[src/rtl/ninecode_scan_decomp.sv]
module ninecode_scan_decomp #(
  parameter int K = 8
) (
  input  logic clk,
  input  logic rst,
  input  logic dec_en,
  input  logic data_in,
  output logic scan_out,
  output logic scan_en,
  output logic ack
);
  localparam int HALF = K / 2;
  localparam int CW   = (HALF > 1) ? $clog2(HALF) : 1;
  localparam int RW   = $clog2(K + 2);

  localparam logic [1:0] SRC_ZERO = 2'd0;
  localparam logic [1:0] SRC_ONE  = 2'd1;
  localparam logic [1:0] SRC_LIT  = 2'd2;

  typedef enum logic [1:0] {ST_CODE, ST_LOAD, ST_EMIT, ST_ACK} state_t;

  state_t          st;
  logic [2:0]      nbits;
  logic [2:0]      hist;
  logic            half;
  logic [CW-1:0]   cnt;
  logic [1:0]      src_l, src_r;
  logic [HALF-1:0] sh;

  logic            found;
  logic [1:0]      f_l, f_r;

  wire [1:0] cur_src = half ? src_r : src_l;
  wire       last    = (cnt == CW'(HALF - 1));

  always_comb begin
    found = 1'b0;
    f_l   = SRC_ZERO;
    f_r   = SRC_ZERO;
    if (st == ST_CODE && dec_en) begin
      case (nbits)
        3'd0: found = !data_in;
        3'd1: if (!data_in) begin
          found = 1'b1;
          f_l   = SRC_ONE;
          f_r   = SRC_ONE;
        end
        3'd3: if (hist[0] && data_in) begin
          found = 1'b1;
          f_l   = SRC_LIT;
          f_r   = SRC_LIT;
        end
        3'd4: begin
          found = 1'b1;
          case ({hist[1], hist[0], data_in})
            3'b000:  begin f_l = SRC_ZERO; f_r = SRC_ONE;  end
            3'b001:  begin f_l = SRC_ONE;  f_r = SRC_ZERO; end
            3'b010:  begin f_l = SRC_ONE;  f_r = SRC_LIT;  end
            3'b011:  begin f_l = SRC_LIT;  f_r = SRC_ONE;  end
            3'b100:  begin f_l = SRC_ZERO; f_r = SRC_LIT;  end
            3'b101:  begin f_l = SRC_LIT;  f_r = SRC_ZERO; end
            default: begin f_l = SRC_ZERO; f_r = SRC_ZERO; end
          endcase
        end
        default: ;
      endcase
    end
  end

  always_ff @(posedge clk) begin
    if (rst) begin
      st    <= ST_CODE;
      nbits <= 3'd0;
      hist  <= 3'd0;
      half  <= 1'b0;
      cnt   <= '0;
      src_l <= SRC_ZERO;
      src_r <= SRC_ZERO;
      sh    <= '0;
    end else begin
      case (st)
        ST_CODE: if (dec_en) begin
          if (found) begin
            src_l <= f_l;
            src_r <= f_r;
            nbits <= 3'd0;
            half  <= 1'b0;
            cnt   <= '0;
            st    <= (f_l == SRC_LIT) ? ST_LOAD : ST_EMIT;
          end else begin
            nbits <= nbits + 3'd1;
            hist  <= {hist[1:0], data_in};
          end
        end
        ST_LOAD: if (dec_en) begin
          sh <= {sh[HALF-2:0], data_in};
          if (last) begin
            cnt <= '0;
            st  <= ST_EMIT;
          end else begin
            cnt <= cnt + 1'b1;
          end
        end
        ST_EMIT: begin
          if (cur_src == SRC_LIT) sh <= sh << 1;
          if (last) begin
            cnt <= '0;
            if (half) begin
              st <= ST_ACK;
            end else begin
              half <= 1'b1;
              st   <= (src_r == SRC_LIT) ? ST_LOAD : ST_EMIT;
            end
          end else begin
            cnt <= cnt + 1'b1;
          end
        end
        default: begin
          half <= 1'b0;
          st   <= ST_CODE;
        end
      endcase
    end
  end

  assign scan_en  = (st == ST_EMIT);
  assign ack      = (st == ST_ACK);
  assign scan_out = scan_en & ((cur_src == SRC_ONE) | ((cur_src == SRC_LIT) & sh[HALF-1]));

  logic [RW-1:0] run;
  always_ff @(posedge clk) begin
    if (rst)          run <= '0;
    else if (scan_en) run <= run + 1'b1;
    else              run <= '0;
  end

  assert_reset_quiet_R1: assert property (@(posedge clk)
    rst |=> (!scan_en && !ack && !scan_out));

  assert_run_len_R6: assert property (@(posedge clk) disable iff (rst)
    run <= RW'(K));

  assert_ack_pulse_R7: assert property (@(posedge clk) disable iff (rst)
    ack |=> !ack);

  assert_ack_after_emit_R7: assert property (@(posedge clk) disable iff (rst)
    $rose(ack) |-> $past(scan_en));

  assert_ack_no_scan_R7: assert property (@(posedge clk) disable iff (rst)
    ack |-> !scan_en);

  assert_quiet_out_R9: assert property (@(posedge clk) disable iff (rst)
    !scan_en |-> !scan_out);
endmodule

[config.mk]
export PLATFORM = sky130hd
export DESIGN_NAME = ninecode_scan_decomp
export DESIGN_NICKNAME = d
export VERILOG_FILES = /design/src/rtl/ninecode_scan_decomp.sv
export SDC_FILE = /design/constraint.sdc
export NUM_CORES = 1
export LEC_CHECK = 0
export ABC_AREA = 1
export ABC_CLOCK_PERIOD_IN_PS = 1900
export CAP_MARGIN = 20
export CORE_MARGIN = 5
export CORE_UTILIZATION = 30
export CTS_BUF_LIST = sky130_fd_sc_hd__clkbuf_8
export DETAILED_ROUTE_END_ITERATION = 6
export PLACE_DENSITY = 0.54
export SYNTH_ARGS = -nofsm -noshare
export SYNTH_HDL_FRONTEND = slang
export SYNTH_SLANG_ARGS = --single-unit
[constraint.sdc]
create_clock -name clk -period 1.9 [get_ports clk]
set_input_delay 0.38 -clock clk [delete_from_list [all_inputs] [get_ports clk]]
set_output_delay 0.38 -clock clk [all_outputs]
set_load 0.05 [all_outputs]
## After elaboration in Yosys (flattened, before gate mapping)

Index checks and enable logic that the tools add are counted.

| word-level totals | value |
|---|---|
| register bits after elaboration | 18 |
| input bits | 4 |
| output and inout bits | 3 |

| operators by class | value |
|---|---|
| $add $sub $neg | 2 |
| equal/unequal tests | 22 |
| multiplexer cells | 35 |
| bitwise gates (word level) | 5 |
| reductions and logical operators | 19 |

Operator list:

| operator | number |
|---|---|
| 2-bit two-way mux | 16 |
| 2-bit one-hot mux with 3 select lines | 4 |
| 2-bit == test (second input constant) | 6 |
| 3-bit by 2-bit == test with 1-bit output (second input constant) | 3 |
| 3-bit == test (second input constant) | 3 |
| 3-bit AND reduction | 3 |
| 4-bit two-way mux | 2 |
| 2-bit != test (second input constant) | 4 |
| 2-bit one-hot mux with 2 select lines | 2 |
| 4-bit one-hot mux with 2 select lines | 1 |
| 4-bit AND reduction | 2 |
| 2-bit OR reduction | 4 |
| 1-bit two-way mux | 7 |
| 3-bit by 1-bit == test with 1-bit output (second input constant) | 2 |
| 3-bit logical NOT | 2 |
| 5-bit AND reduction | 1 |
| 2-bit by 1-bit == test with 1-bit output (second input constant) | 2 |
| 2-bit by 1-bit != test with 1-bit output (second input constant) | 2 |
| 1-bit one-hot mux with 4 select lines | 1 |
| 3-bit by 1-bit adder with 3-bit output (second input constant) | 1 |
| 3-bit two-way mux | 1 |
| 1-bit one-hot mux with 3 select lines | 1 |
| 3-bit nonzero test | 1 |
| 2-bit by 1-bit adder with 2-bit output (second input constant) | 1 |
| other kinds (8) | 11 |

## Depth between registers and ports, before layout

| logic depth | value |
|---|---|
| depth after elaboration | 10 |
| depth in mapped cells | 12 |

## Least setup slack after synthesis

Ideal clock, no wire load.

| timing | value |
|---|---|
| path kind | reg2out |
| start point | reg st[0] |
| end point | out scan_out |
| arrival time | 2392 ps |
| data required time | 1520 ps |
| path slack | -872 ps |
| cell stages (with the launch flop) | 6 |
| buffers on the path | 1 |
| cells stage by stage | dfxtp_1 > inv_1 > ha_1 > clkbuf_1 > nand2_1 > o21ai_0 |

| on the way | value |
|---|---|
| word-level cells in the longest chain between the ends | 2 |

Ends and longest elaborated chain:

| what | RTL line | RTL |
|---|---|---|
| start: declaration | 22 | `state_t st;` |
| start signal: assignment | 89 | `st <= (f_l == SRC_LIT) ? ST_LOAD : ST_EMIT;` |
| start signal: assignment | 112 | `st <= (src_r == SRC_LIT) ? ST_LOAD : ST_EMIT;` |
| 2-bit == test | 126 | `assign scan_en = (st == ST_EMIT);` |
| via scan_en | 9 | `output logic scan_en,` |
| 1-bit AND | 128 | `assign scan_out = scan_en & ((cur_src == SRC_ONE) \| ((cur_src == SRC_LIT) & sh[HALF-1]));` |
| end: declaration | 8 | `output logic scan_out,` |

The timed path passes the listed nets, and every way through them passes these cells.

## Worst setup path in the final report

| timing | value |
|---|---|
| start point | reg st[0] |
| end point | out scan_out |

| on the way | value |
|---|---|
| word-level cells in the longest chain between the ends | 2 |

Ends and longest elaborated chain:

| what | RTL line |
|---|---|
| 2-bit == test | 126 |
| 1-bit AND | 128 |

Every way passes these cells.

==> results.md <==
- Grt total ovfl: 0
- Clock network latency to the later pin of the worst-skew pair: 0.25 ns
- # hold bufs at CTS: 0
- WS Path Type: reg2out
- Core occupancy in the finished layout: 0.371
- Startpoint of the worst-slack reg-to-reg timing path: st[0]
- Average size of a mapped cell: 6.91 um2
- Footprint of the multi-input gates: 707 um2
- Via count of the first global-routing pass: 971
- Aggregate negative setup slack: 0 ns
- First-pass iteration count of the detailed router: 4
- Clock-pin slew on the worst setup and hold paths: 0.07 ns
- Run status: completed
- Time the worst path needs with I/O delays and setup: 1.81 ns
- Highest Clock Rate: 0.552 GHz
- Slew at the pin closest to its max-slew limit: 0.326 ns
- Leakage: 0.549 nW
- Largest net degree at the start of global routing: 11
- Clock sinks: 18
- FF+latch count, synth: 18
- Post-Syn Instances: 166
- Global routing usage summed across all routing layers: 0.0953
- Height of the chip: 71.8 um
- Max FO, Critical Path: 9
- Data arrival time of the critical path: 1.43 ns
- Met2 demand-to-capacity share in global routing: 0.156
- Count of endpoints failing hold in the final timing report: 0
- Routed via count: 1,054
- Std cell rows: 22
- Synth area leaders: sky130_fd_sc_hd__dfxtp_1, sky130_fd_sc_hd__nand2_1, sky130_fd_sc_hd__ha_1
- Post-synth top area cell: sky130_fd_sc_hd__dfxtp_1
- Slew Limit Headroom: 0.780
- Number of placed instances, taps included: 219
- Max IR drop VDD: 0.000347 V
- Worst min path class: reg2reg
- Final number of setup-violating endpoints: 0
- TritonCTS clock tree: done
- Met3 Track Usage GR: 0.0182
- DRC viols: 0
- Critical-path top delay cell: sky130_fd_sc_hd__dfxtp_1
- Layout Area Growth over Synthesis: 19.2%
- Worst setup SP type: register
- RSZ-0062 raised after global routing: false
- Clock tree buffer depth: 2
- Post-detailed-route count of antenna-violating nets: 0
- Average detailed-routed wire length per instance: 10.2 um
- Core footprint: 0.00369 mm2
- Root Driver: sky130_fd_sc_hd__clkbuf_8
- Die Width: 71.8 um
- Drt first-iter violations: 35
- Number of antenna violations at the first check in global routing: 0
- First-pass GRT wire length: 4030 um
- DP HPWL: 1810 um
- I/O pin count: 7
- Share of post-route cells with drive strength above 1: 0.138
- Count of cells along the worst hold path: 2
- Fin crit share: 0.954
- Most crowded layer after global routing: met2
- Main synth FF type: sky130_fd_sc_hd__dfxtp_1
- Die ar.: 0.00516 mm2
- Final-stage net count: 190
- Clock skew: 0.00389 ns
- Syn nets: 180
- Post-CTS Setup Inserts: 0
- Port bufs: 6
- Total chip power: 1.02 mW
- H-tree depth: 1
- Starting Density: 0.311
- Area share of the largest cell type after synthesis: 0.314
- Area of the mapped netlist: 0.00115 mm2
- Via density: 4.75
- Hold_ws: 0.461 ns
- Total area of sequential cells: 363 um2
- Post-route insts no fill: 222
- Post-synth cell types: 23
- Worst reg-to-reg path cell count: 9
- Crit end category: output pin
- Cell chain of the critical path: inv_1 -> ha_4 -> nand2_1 -> o21ai_4 -> buf_12
- Total CTS buffers: 3
- Async set-or-reset flop fraction in the synthesized netlist: 0
- Count of final max-slew check failures: 0
- Final weighted congestion in routability-driven placement: 0.805
- Worst reg2reg setup slack: 0.21 ns
- Most common cell after layout, fill and taps aside: sky130_fd_sc_hd__nand2_1
- Ratio of total power to cell area: 748 mW/mm2
- Sequential element share of the synthesized area: 0.314
- Destination of the worst hold path: src_l[0]
- Worst reg2reg path endpoint: st[1]
- Antenna cell count: 0
- Total wire length: 2270 um
- Crit path largest cell delay: 0.35 ns
- Hold_sp: src_l[0]
- Most frequent cells in the layout: sky130_fd_sc_hd__nand2_1, sky130_fd_sc_hd__inv_1, sky130_fd_sc_hd__a21oi_1
- Warnings, synthesis: 0
- Number of filler instances in the final layout: 401
- EDFF count, synth: 0
- Global-route track usage on met1: 0.123
- Max cap viols: 0
- Required time at the worst-slack endpoint: 1.52 ns
==> critical path, delay by kind of cell, from the launching register on <==
kind	cells	cell delay (ns)
flops	1	0.35
compound gates	1	0.19
buf+inv	2	0.28
fa+ha+maj	1	0.22
simple gates	1	0.14
==> state kept, by name (all words and copies together), names as in the netlist <==
signal and count:
hist 2, cnt 2, half 1, src_l 2
src_r 2, st 2, sh 4, nbits 3
==> metrics by stage <==
stage / worst slack (ns) / instance area (um2)
finish: 0.0873 / 1370
global route: 0.000786 / 1370
CTS: 0.0731 / 1360
detailed placement: 0.0447 / 1310
global placement: 0.0843 / 1310
floorplan: 0.0499 / 1160
==> repair_timing <==
action / 4_1_cts / 5_1_grt
resized for setup: 1 / 3
endpoints found under the hold margin: 0 / 0
setup endpoints to repair: 1 / 4
==> power breakdown <==
group / switching, mW / internal [mW] / total, mW
Clock: 0.122 / 0.141 / 0.263
Combinational: 0.197 / 0.120 / 0.316
Sequential: 0.0337 / 0.411 / 0.444
Total: 0.352 / 0.671 / 1.02
==> per-layer routing <==
layer,vias up,part of all wire
met2,24,0.44
met1,462,0.51
li1,564,-
met5,-,0
met4,0,0.012
met3,4,0.035
==> synth_stat cells, types with 2 or more instances <==
library cell               number
sky130_fd_sc_hd__a31oi_1        2
sky130_fd_sc_hd__nand3_2        3
sky130_fd_sc_hd__nand4_1        2
sky130_fd_sc_hd__o21ai_0       12
sky130_fd_sc_hd__ha_1          10
sky130_fd_sc_hd__a21oi_2        3
sky130_fd_sc_hd__nand2_1       41
sky130_fd_sc_hd__dfxtp_1       18
sky130_fd_sc_hd__clkbuf_1       2
sky130_fd_sc_hd__inv_1         24
sky130_fd_sc_hd__a21oi_1       20
sky130_fd_sc_hd__nor2_1         8
sky130_fd_sc_hd__nand3_1       11
==> kinds of logic after synthesis <==
kind of cell               after synthesis  share of synthesized area
and+or+nand+nor                         68                      0.270
AOI/OAI and AO/OA                       42                      0.214
DFF                                     18                      0.314
buffers and inverters                   28                     0.0927
adders and majority gates               10                      0.109
==> worst max path at each step <==
| stage | from | endpoint | slack, ns | cells after the start |
|---|---|---|---|---|
| after detailed placement | data_in | st[1] | 0.04 | 8 |
| after CTS | st[0] | scan_out | 0.07 | 5 |
| after global routing | st[0] | scan_out | 0.0008 | 5 |
| after floorplan | st[0] | scan_out | 0.05 | 5 |
| after global placement | data_in | hist[0] | 0.08 | 8 |
| final | st[0] | scan_out | 0.09 | 5 |
==> cell type report <==
class | count | area share
Sequential cell | 18 | 0.265
Inverter | 26 | 0.0723
Clock buffer | 3 | 0.0302
Tap cell | 48 | 0.0439
Timing Repair Buffer | 7 | 0.0714
Multi-Input combinational cell | 120 | 0.517
Note: power is estimated with default switching activity, not from simulation.
